===== src/rtl/fpwm_pkg.sv =====
package fpwm_pkg;
   localparam int unsigned FP_PT_W  = 8;
   localparam int unsigned FP_DIV_W = 4;
   localparam int unsigned FP_DW    = 32;

   typedef struct packed {
      logic [FP_PT_W-1:0]  per;
      logic [FP_DIV_W-1:0] hdiv;
      logic [FP_DIV_W-1:0] ldiv;
   } fp_tcfg_t;

   typedef struct packed {
      logic [FP_PT_W-1:0] fall;
      logic [FP_PT_W-1:0] rise;
   } fp_duty_t;

   function automatic logic fp_level(input logic [FP_PT_W-1:0] c,
                                     input logic [FP_PT_W-1:0] r,
                                     input logic [FP_PT_W-1:0] f);
      logic lv;
      if (f == '0)     lv = (c >= r);
      else if (r < f)  lv = (c >= r) && (c < f);
      else if (r == f) lv = 1'b0;
      else             lv = (c >= r) || (c < f);
      return lv;
   endfunction
endpackage


===== src/rtl/fpwm_regs.sv =====
module fpwm_regs
   import fpwm_pkg::*;
#(
   parameter int unsigned NUM_OUT   = 8,
   parameter int unsigned NUM_TYPES = 3,
   parameter int unsigned ADDR_W    = 4
) (
   input  logic              clk,
   input  logic              rst_n,
   input  logic              wr_en,
   input  logic [ADDR_W-1:0] wr_addr,
   input  logic [FP_DW-1:0]  wr_data,
   output logic              run_o,
   output logic [NUM_OUT-1:0] en_o,
   output logic [1:0]        sel_o  [NUM_OUT],
   output fp_tcfg_t          tcfg_o [NUM_TYPES],
   output fp_duty_t          duty_o [NUM_OUT]
);
   localparam int unsigned NUM_GRP = NUM_OUT / 4;
   localparam int unsigned NUM_DR  = NUM_OUT / 2;
   localparam int unsigned A_RUN   = 0;
   localparam int unsigned A_GRP   = A_RUN + 1;
   localparam int unsigned A_TYP   = A_GRP + NUM_GRP;
   localparam int unsigned A_DTY   = A_TYP + NUM_TYPES;

   always_ff @(posedge clk or negedge rst_n) begin
      if (!rst_n) begin
         run_o <= 1'b0;
         en_o  <= '0;
         for (int i = 0; i < NUM_OUT; i++) begin
            sel_o[i]  <= '0;
            duty_o[i] <= '0;
         end
         for (int t = 0; t < NUM_TYPES; t++) tcfg_o[t] <= '0;
      end else if (wr_en) begin
         if (wr_addr == ADDR_W'(A_RUN)) run_o <= wr_data[0];
         for (int g = 0; g < NUM_GRP; g++) begin
            if (wr_addr == ADDR_W'(A_GRP + g)) begin
               for (int n = 0; n < 4; n++) begin
                  en_o[4*g+n]  <= wr_data[8+n];
                  sel_o[4*g+n] <= {wr_data[4+n], wr_data[12+n]};
               end
            end
         end
         for (int t = 0; t < NUM_TYPES; t++) begin
            if (wr_addr == ADDR_W'(A_TYP + t)) tcfg_o[t] <= fp_tcfg_t'(wr_data[15:0]);
         end
         for (int d = 0; d < NUM_DR; d++) begin
            if (wr_addr == ADDR_W'(A_DTY + d)) begin
               duty_o[2*d]   <= fp_duty_t'(wr_data[15:0]);
               duty_o[2*d+1] <= fp_duty_t'(wr_data[31:16]);
            end
         end
      end
   end
endmodule


===== src/rtl/fpwm_timebase.sv =====
module fpwm_timebase
   import fpwm_pkg::*;
(
   input  logic               clk,
   input  logic               rst_n,
   input  logic               run_i,
   input  fp_tcfg_t           cfg_i,
   output logic [FP_PT_W-1:0] cnt_o,
   output logic               wrap_o,
   output logic [FP_PT_W-1:0] per_o
);
   localparam int unsigned HC_W = (1 << FP_DIV_W) - 1;
   localparam int unsigned LC_W = FP_DIV_W + 1;

   fp_tcfg_t        sh;
   logic [HC_W-1:0] c1, hlim;
   logic [LC_W-1:0] c2, llim;
   logic            t1, tick;

   always_comb begin
      hlim   = ~({HC_W{1'b1}} << sh.hdiv);
      llim   = (sh.ldiv == '0) ? '0 : ({sh.ldiv, 1'b0} - LC_W'(1));
      t1     = (c1 == hlim);
      tick   = t1 && (c2 == llim);
      wrap_o = tick && (cnt_o == sh.per);
      per_o  = sh.per;
   end

   always_ff @(posedge clk or negedge rst_n) begin
      if (!rst_n) begin
         sh    <= '0;
         c1    <= '0;
         c2    <= '0;
         cnt_o <= '0;
      end else if (!run_i) begin
         sh    <= cfg_i;
         c1    <= '0;
         c2    <= '0;
         cnt_o <= '0;
      end else begin
         c1 <= t1 ? '0 : c1 + HC_W'(1);
         if (t1) c2 <= (c2 == llim) ? '0 : c2 + LC_W'(1);
         if (tick) cnt_o <= wrap_o ? '0 : cnt_o + FP_PT_W'(1);
         if (wrap_o) sh <= cfg_i;
      end
   end
endmodule


===== src/rtl/fpwm_chan.sv =====
module fpwm_chan
   import fpwm_pkg::*;
#(
   parameter int unsigned NUM_TYPES = 3
) (
   input  logic               clk,
   input  logic               rst_n,
   input  logic               run_i,
   input  logic               en_i,
   input  logic [1:0]         sel_i,
   input  logic [FP_PT_W-1:0] cnt_i  [NUM_TYPES],
   input  logic [NUM_TYPES-1:0] wrap_i,
   input  fp_duty_t           duty_i,
   output fp_duty_t           duty_act_o,
   output logic               pwm_o
);
   logic               sel_ok, wrap_s;
   logic [FP_PT_W-1:0] cnt_s;

   always_comb begin
      sel_ok = ({1'b0, sel_i} < 3'(NUM_TYPES));
      cnt_s  = '0;
      wrap_s = 1'b0;
      for (int t = 0; t < NUM_TYPES; t++) begin
         if (sel_i == 2'(t)) begin
            cnt_s  = cnt_i[t];
            wrap_s = wrap_i[t];
         end
      end
   end

   always_ff @(posedge clk or negedge rst_n) begin
      if (!rst_n) begin
         duty_act_o <= '0;
         pwm_o      <= 1'b0;
      end else if (!run_i) begin
         duty_act_o <= duty_i;
         pwm_o      <= 1'b0;
      end else begin
         if (sel_ok && wrap_s) duty_act_o <= duty_i;
         pwm_o <= en_i && sel_ok && fp_level(cnt_s, duty_act_o.rise, duty_act_o.fall);
      end
   end
endmodule


===== src/rtl/fpwm_top.sv =====
module fpwm_top
   import fpwm_pkg::*;
#(
   parameter int unsigned NUM_OUT   = 8,
   parameter int unsigned NUM_TYPES = 3,
   parameter int unsigned ADDR_W    = 4
) (
   input  logic               clk,
   input  logic               rst_n,
   input  logic               wr_en,
   input  logic [ADDR_W-1:0]  wr_addr,
   input  logic [FP_DW-1:0]   wr_data,
   output logic [NUM_OUT-1:0] pwm_o
);
   localparam int unsigned NUM_WORDS = 1 + NUM_OUT / 4 + NUM_TYPES + NUM_OUT / 2;

   if (NUM_OUT < 4 || (NUM_OUT % 4) != 0) begin : g_bad_out
      $error("NUM_OUT must be a nonzero multiple of 4");
   end
   if (NUM_TYPES < 1 || NUM_TYPES > 4) begin : g_bad_types
      $error("NUM_TYPES must be between 1 and 4");
   end
   if (NUM_WORDS > (1 << ADDR_W)) begin : g_bad_addr
      $error("ADDR_W too narrow for the register map");
   end

   logic               run_w;
   logic [NUM_OUT-1:0] en_w;
   logic [1:0]         sel_w  [NUM_OUT];
   fp_tcfg_t           tcfg_w [NUM_TYPES];
   fp_duty_t           duty_r [NUM_OUT];
   fp_duty_t           duty_w [NUM_OUT];
   logic [FP_PT_W-1:0] cnt_w  [NUM_TYPES];
   logic [FP_PT_W-1:0] per_w  [NUM_TYPES];
   logic [NUM_TYPES-1:0] wrap_w;

   fpwm_regs #(.NUM_OUT(NUM_OUT), .NUM_TYPES(NUM_TYPES), .ADDR_W(ADDR_W)) regs_i (
      .clk(clk), .rst_n(rst_n), .wr_en(wr_en), .wr_addr(wr_addr), .wr_data(wr_data),
      .run_o(run_w), .en_o(en_w), .sel_o(sel_w), .tcfg_o(tcfg_w), .duty_o(duty_r)
   );

   for (genvar t = 0; t < NUM_TYPES; t++) begin : g_type
      fpwm_timebase tb_i (
         .clk(clk), .rst_n(rst_n), .run_i(run_w), .cfg_i(tcfg_w[t]),
         .cnt_o(cnt_w[t]), .wrap_o(wrap_w[t]), .per_o(per_w[t])
      );
   end

   for (genvar n = 0; n < NUM_OUT; n++) begin : g_chan
      fpwm_chan #(.NUM_TYPES(NUM_TYPES)) ch_i (
         .clk(clk), .rst_n(rst_n), .run_i(run_w), .en_i(en_w[n]), .sel_i(sel_w[n]),
         .cnt_i(cnt_w), .wrap_i(wrap_w), .duty_i(duty_r[n]),
         .duty_act_o(duty_w[n]), .pwm_o(pwm_o[n])
      );
   end
endmodule


===== config.mk =====
export PLATFORM = sky130hd
export DESIGN_NAME = fpwm_top
export DESIGN_NICKNAME = d
export VERILOG_FILES = /design/src/rtl/fpwm_pkg.sv /design/src/rtl/fpwm_regs.sv /design/src/rtl/fpwm_timebase.sv /design/src/rtl/fpwm_chan.sv /design/src/rtl/fpwm_top.sv
export SDC_FILE = /design/constraint.sdc
export NUM_CORES = 1
export LEC_CHECK = 0
export ABC_AREA = 1
export ABC_CLOCK_PERIOD_IN_PS = 4000
export CELL_PAD_IN_SITES_DETAIL_PLACEMENT = 1
export CELL_PAD_IN_SITES_GLOBAL_PLACEMENT = 1
export CORE_MARGIN = 2
export CORE_UTILIZATION = 30
export CTS_BUF_LIST = sky130_fd_sc_hd__clkbuf_8 sky130_fd_sc_hd__clkbuf_16
export DETAILED_ROUTE_END_ITERATION = 16
export PLACE_DENSITY = 0.55
export SLEW_MARGIN = 20
export SYNTH_ARGS = -nofsm -noshare
export SYNTH_HDL_FRONTEND = slang
export SYNTH_SLANG_ARGS = --single-unit

===== constraint.sdc =====
create_clock -name clk -period 4 [get_ports clk]
set_input_delay 0.4 -clock clk [delete_from_list [all_inputs] [get_ports clk]]
set_output_delay 0.4 -clock clk [all_outputs]
set_load 0.01 [all_outputs]

==> results.sh, run 1 <==
export IMPL_timing_rr_start="g_type[2].tb_i.cnt_o[3]"
export IMPL_clk_transition_reported_paths_ns=0.06
export IMPL_port_buffers=46
export IMPL_dr_pass1_iters=5
export IMPL_synth_simple_gate_area_share_pct=25.2
export IMPL_r2r_end="g_chan[5].ch_i.pwm_o"
export IMPL_rsz0062_at_grt="false"
export IMPL_grt_use_met3_pct=2.36
export IMPL_synth_top_family_by_area="simple AND/OR/NAND/NOR gates"
export IMPL_irDropWorstVdd_mv=0.333
export IMPL_fillCellCount=10400
export IMPL_max_clock_path_buffers=3
export IMPL_worstSetupPathType="flip-flop to flip-flop"
export IMPL_synth_edf_count=0
export IMPL_synth_compound_area_share_pct=12.3
export IMPL_hold_viol_final=0
export IMPL_synthArstFlopShare_pct=100
export IMPL_vias=23100
export IMPL_dp_cells=4426
export IMPL_hpwl_um=64000
export IMPL_power_density_nw_per_um2=613
export IMPL_routed_wl_um=92100
export IMPL_grt_start_max_net_pins=109
export IMPL_busiest_layer="met2"
export IMPL_use_met1_pct=27.3
export IMPL_maxSlewViolCount=0
export IMPL_final_common_cell="nand2_1"
export IMPL_power_leakage_uw=0.0146
export IMPL_grt_pass1_vias=24400
export IMPL_dpl_cell_area_um2=28000
export IMPL_final_core_util_pct=34.6
export IMPL_routedWlPerCell_um=20.3
export IMPL_vias_per_cell=5.11
export IMPL_n_antenna_cell=0
export IMPL_overflow=0
export IMPL_synth_top_area_share_pct=44.6
export IMPL_grt_total_usage_pct=20.7
export IMPL_netlist_instances=3310
export IMPL_final_cell_mix="982 x nand2_1, 468 x dfrtp_1, 326 x inv_1, 297 x o21ai_0, 233 x nand3_1"
export IMPL_synth_area_um2=26300
export IMPL_insertion_delay_ns=0.64
export IMPL_tns_ns=0
export IMPL_die_x_um=300
export IMPL_synth_fa_ha_area_share_pct=9.18
export IMPL_start_util_pct=30.3
export IMPL_area_growth_pct=14.4
export IMPL_required_ns=4.48
export IMPL_cts_tree="done"
export IMPL_syn_num_nets=3542
export IMPL_dieArea_um2=90100
export IMPL_rows=108
export IMPL_stdcell_area_um2=30100
export IMPL_ant_nets=0
export IMPL_synth_ff_latch_count=469
export IMPL_ios=47
export IMPL_drc=0
export IMPL_die_y_um=300
export IMPL_cts_htree_levels=2
export IMPL_min_period_over_period_pct=80.8
export IMPL_use_met2_pct=35.0
export IMPL_fin_crit_ns=3.23
export IMPL_synth_xor_area_share_pct=1.80
export IMPL_synth_seq_area_share_pct=44.6
export IMPL_stdcell_count=4533
export IMPL_grt_pass1_wl_um=145000
export IMPL_drive_gt1_share_pct=5.27
export IMPL_fin_skew_ns=0.0287
export IMPL_cts_sinks=469
export IMPL_ff_latch_area_um2=11700
export IMPL_maxCapViolations=0
export IMPL_crit_path_end_kind="flip-flop"
export IMPL_drtIter0Drc=1249
export IMPL_place_gp_congestion=0.833
export IMPL_fmax_mhz=310
export IMPL_setup_viol=0
export IMPL_crit_path_max_fanout=8
export IMPL_synth_distinct_cells=45
export IMPL_ys_warnings_count=0
export IMPL_cts_root_buf="clkbuf_16"
export IMPL_cts_made_buffers=60
export IMPL_reg2reg_slack_ns=0.77
export IMPL_antenna_found_initial=1
export IMPL_multi_input_area_um2=12800
export IMPL_synth_area_leader_cell="dfrtp_1"
export IMPL_ff2ff_path_depth=12
export IMPL_cp_arrival_ns=3.71
export IMPL_synth_ff_type="dfrtp_1"
export IMPL_synthMuxAreaShare_pct=0
export IMPL_startpoint_type="flip-flop"
export IMPL_slew_headroom_pct=34.8
export IMPL_nets=3566
export IMPL_avgSynthCellArea_um2=7.95
export IMPL_core_um2=86900
export IMPL_synthTopCellsByArea="dfrtp_1 45%, nand2_1 14%, ha_1 9.2%"
export IMPL_hold_path_class="input port to asynchronous set/reset pin"
export IMPL_status="complete, no violations"
export IMPL_tightest_slew_ns=0.975
export IMPL_p_total_uw=18400
[final cells by class]
cell class	instances	share of cell area (%)
clock inverter	37	1.42
multi-input combinational	2384	42.4
sequential	469	39.0
clock buffer	69	5.44
timing repair buffer	83	2.73
inverter	336	4.19
tap	1155	4.80
[flip-flops by register name (all words and copies together) (netlist names), 15 cells and up]
name                    flops
g_type.tb_i.cnt_o          24
g_type.tb_i.c1             45
g_type.tb_i.per_o          24
regs_i.sel_o               16
g_type.tb_i.c2             15
regs_i.duty_o             128
regs_i.tcfg_o              48
g_type.tb_i.sh             24
g_chan.ch_i.duty_act_o    128
[cell usage after synthesis (18+ instances only)]
cell type and instances:
nand4_1 82, xor2_1 36, a221oi_1 56, nand2_1 986, buf_2 36, o21ai_0 297
nor2_1 168, nand3_1 233, clkinv_1 18, a21oi_1 173, dfrtp_1 469, ha_1 193
clkbuf_1 61, xnor2_1 18, inv_1 312
[repair_timing]
action                    in CTS  in global routing
gates resized for setup        0                  0
hold buffers                   1                  0
buffers inserted               0                  0
hold endpoints to repair      93                  0
[report_power, final]
part | internal, uW | switching, uW | total [uW] | leakage, uW
Combinational | 2210 | 3890 | 6100 | 0.00744
Clock | 3480 | 2230 | 5710 | 0.00106
Sequential | 5730 | 906 | 6640 | 0.00609
[layer usage]
layer / vias up / part of all wire (%) / wire length, um
met3: 161 / 3.4 / 3110
met1: 11500 / 46 / 42000
met2: 386 / 47 / 43700
li1: 11100 / - / -
met4: 0 / 3.6 / 3290
met5: - / 0 / 0
[kinds of logic after synthesis]
| logic type | count (synthesis) |
|---|---|
| buf+inv | 457 |
| fa+ha+maj | 193 |
| simple gates | 1556 |
| compound gates | 581 |
| xor+xnor | 54 |
| flops | 469 |
[critical path: stages, from the launching register on]
cell and delay [ns]:
dfrtp_1 0.44, clkinv_1 0.51, buf_4 0.34, a221oi_1 0.54, ha_1 0.36, a21oi_1 0.17, o21ai_0 0.10, nand2_1 0.07
o2111ai_1 0.15, nor2_1 0.14, a21oi_1 0.06, nand2_1 0.08, a21oi_1 0.10
[metrics by stage]
step	hold WS (ns)	setup slack (ns)
3_5_place_dp	0.465	0.836
3_3_place_gp	0.454	0.900
6_report	0.449	0.769
2_1_floorplan	0.104	1.82
4_1_cts	0.444	0.792
5_1_grt	0.487	0.525
[how the worst max path moves through the flow]
stage | from | slack (ns) | end | cells after the start
2_1_floorplan | regs_i.sel_o[11] | 1.82 | g_chan[2].ch_i.pwm_o | 12
3_3_place_gp | g_type[2].tb_i.cnt_o[3] | 0.90 | g_chan[5].ch_i.pwm_o | 12
4_1_cts | g_type[2].tb_i.cnt_o[3] | 0.79 | g_chan[5].ch_i.pwm_o | 12
5_1_grt | g_type[2].tb_i.cnt_o[3] | 0.52 | g_chan[5].ch_i.pwm_o | 12
6_report | g_type[2].tb_i.cnt_o[3] | 0.77 | g_chan[5].ch_i.pwm_o | 12
3_5_place_dp | g_type[2].tb_i.cnt_o[3] | 0.84 | g_chan[5].ch_i.pwm_o | 12
(Power assumes the default switching activity.)
==> run 2, diff against run 1 <==
ABC_CLOCK_PERIOD_IN_PS = 2900   (was 4000)
PLACE_DENSITY = 0.57   (was 0.55)
clock period = 2.9 ns   (was 4 ns; I/O delays follow)
==> results.sh, run 2 (synthesized netlist as in run 1, its figures left out) <==
export IMPL_status="complete, no violations"
export IMPL_routed_wl_um=91300
export IMPL_slew_headroom_pct=39.7
export IMPL_final_cell_mix="982 x nand2_1, 466 x dfrtp_1, 314 x inv_1, 297 x o21ai_0, 233 x nand3_1"
export IMPL_grt_start_max_net_pins=97
export IMPL_overflow=0
export IMPL_clk_transition_reported_paths_ns=0.06
export IMPL_core_um2=86900
export IMPL_fmax_mhz=366
export IMPL_drive_gt1_share_pct=8.60
export IMPL_drc=0
export IMPL_cts_made_buffers=58
export IMPL_grt_pass1_vias=25000
export IMPL_required_ns=3.43
export IMPL_rows=108
export IMPL_die_x_um=300
export IMPL_fin_crit_ns=2.73
export IMPL_port_buffers=46
export IMPL_n_antenna_cell=0
export IMPL_vias_per_cell=5.09
export IMPL_whs_ns=0.263
export IMPL_stdcell_area_um2=31100
export IMPL_cts_tree="done"
export IMPL_place_gp_congestion=0.867
export IMPL_crit_path_max_fanout=5
export IMPL_max_clock_path_buffers=3
export IMPL_routedWlPerCell_um=19.8
export IMPL_maxSlewViolCount=0
export IMPL_drtIter0Drc=1266
export IMPL_cp_arrival_ns=3.26
export IMPL_fin_skew_ns=0.0152
export IMPL_reg_top3="g_chan.ch_i.duty_act_o: 128 flops, regs_i.duty_o: 128 flops, regs_i.tcfg_o: 48 flops"
export IMPL_multi_input_area_um2=12900
export IMPL_tns_ns=0
export IMPL_grt_pass1_wl_um=145000
export IMPL_die_y_um=300
export IMPL_cts_sinks=469
export IMPL_final_common_cell="nand2_1"
export IMPL_startpoint="g_type[2].tb_i.cnt_o[5]"
export IMPL_final_core_util_pct=35.8
export IMPL_area_growth_pct=18.2
export IMPL_min_period_over_period_pct=94.1
export IMPL_cts_root_buf="clkbuf_16"
export IMPL_startpoint_type="flip-flop"
export IMPL_nets=3637
export IMPL_dieArea_um2=90100
export IMPL_ios=47
export IMPL_maxCapViolations=0
export IMPL_setup_viol=0
export IMPL_power_density_nw_per_um2=841
export IMPL_insertion_delay_ns=0.64
export IMPL_hold_path_class="input port to asynchronous set/reset pin"
export IMPL_crit_path_end_kind="flip-flop"
export IMPL_vias=23400
export IMPL_dr_pass1_iters=5
export IMPL_fillCellCount=10300
export IMPL_hpwl_um=65300
export IMPL_tightest_slew_ns=0.904
export IMPL_rsz0062_at_grt="true"
export IMPL_start_util_pct=30.3
export IMPL_irDropWorstVdd_mv=0.532
export IMPL_cts_htree_levels=2
export IMPL_ff_latch_area_um2=11700
export IMPL_timing_rr_start="g_type[2].tb_i.cnt_o[5]"
export IMPL_grt_total_usage_pct=20.6
export IMPL_antenna_found_initial=11
export IMPL_place_ws_ns=-0.116
export IMPL_hold_viol_final=0
export IMPL_dpl_cell_area_um2=28600
export IMPL_setup_slack_ns=0.171
export IMPL_worstSetupPathType="flip-flop to flip-flop"
export IMPL_power_leakage_uw=0.0150
export IMPL_ant_nets=0
==> run 2: cell types whose count changed in the layout (fill, tap and decap cells not counted), moves of 7 or more <==
cell	delta
buf_4	+63
a221oi_1	-16
a221oi_2	+16
inv_1	-12
buf_12	+10
clkinvlp_4	+8
nor2_1	-8
clkbuf_8	+7
clkinv_1	-7
==> run 2: cell type report <==
cell class                      count  area share (%)
Inverter                          336            4.14
Clock buffer                       76            5.57
Sequential cell                   469            37.8
Clock inverter                     31            1.42
Multi-Input combinational cell   2384            41.6
Tap cell                         1155            4.65
Timing Repair Buffer              156            4.81
==> run 2: repair_timing <==
| item | in CTS | in global routing |
|---|---|---|
| endpoints found under the hold margin | 53 | 0 |
| gates resized for setup | 3 | 40 |
| pin swaps | 0 | 1 |
| buffers inserted | 0 | 6 |
| setup endpoints to repair | 2 | 150 |
| hold buffers | 1 | 0 |
==> run 2: worst max-delay path, stage by stage (launching register included) <==
cell and delay, ns:
dfrtp_1 0.41, clkinv_1 0.29, a221oi_1 0.69, ha_1 0.25
nand2_1 0.07, nor2_1 0.14, nand4_1 0.10, o2111ai_1 0.18
nor2_1 0.07, a21oi_1 0.13, nand2_1 0.07, a21oi_1 0.21
==> run 2: per-layer routing <==
| metal | vias up | track usage [%] | routed length (um) |
|---|---|---|---|
| met3 | 172 | 2.71 | 3580 |
| met2 | 423 | 34.5 | 42700 |
| met4 | 4 | 6.68 | 2950 |
| met1 | 11600 | 27.4 | 42000 |
| met5 | - | 0 | 29 |
| li1 | 11200 | - | - |
==> run 2: where the power goes <==
group	internal, uW	total, uW	switching, uW	leakage (uW)
registers	7910	9180	1280	0.00608
clock network	5150	8220	3070	0.00108
logic	3300	8740	5440	0.00785
==> run 2: worst paths after layout <==
kind / endpoint / cells past startpoint / slack, ns
hold reg to reg: g_chan[2].ch_i.duty_act_o[13] / 2 / 0.47
hold / removal: g_type[2].tb_i.c1[9] / 2 / 0.26
min in group clk: regs_i.duty_o[65] / 3 / 0.36
setup reg to reg: g_chan[5].ch_i.pwm_o / 11 / 0.17
max in group asynchronous: regs_i.duty_o[41] / 3 / 1.62
setup / recovery: g_chan[5].ch_i.pwm_o / 11 / 0.17
==> run 2: metrics by stage <==
| step | power (uW) | instances |
|---|---|---|
| after floorplan | 14900 | 3310 |
| after global placement | 17500 | 4493 |
| after detailed placement | 18000 | 4493 |
| after CTS | 26400 | 4601 |
| after global routing | 28300 | 4607 |
| final | 26100 | 4607 |
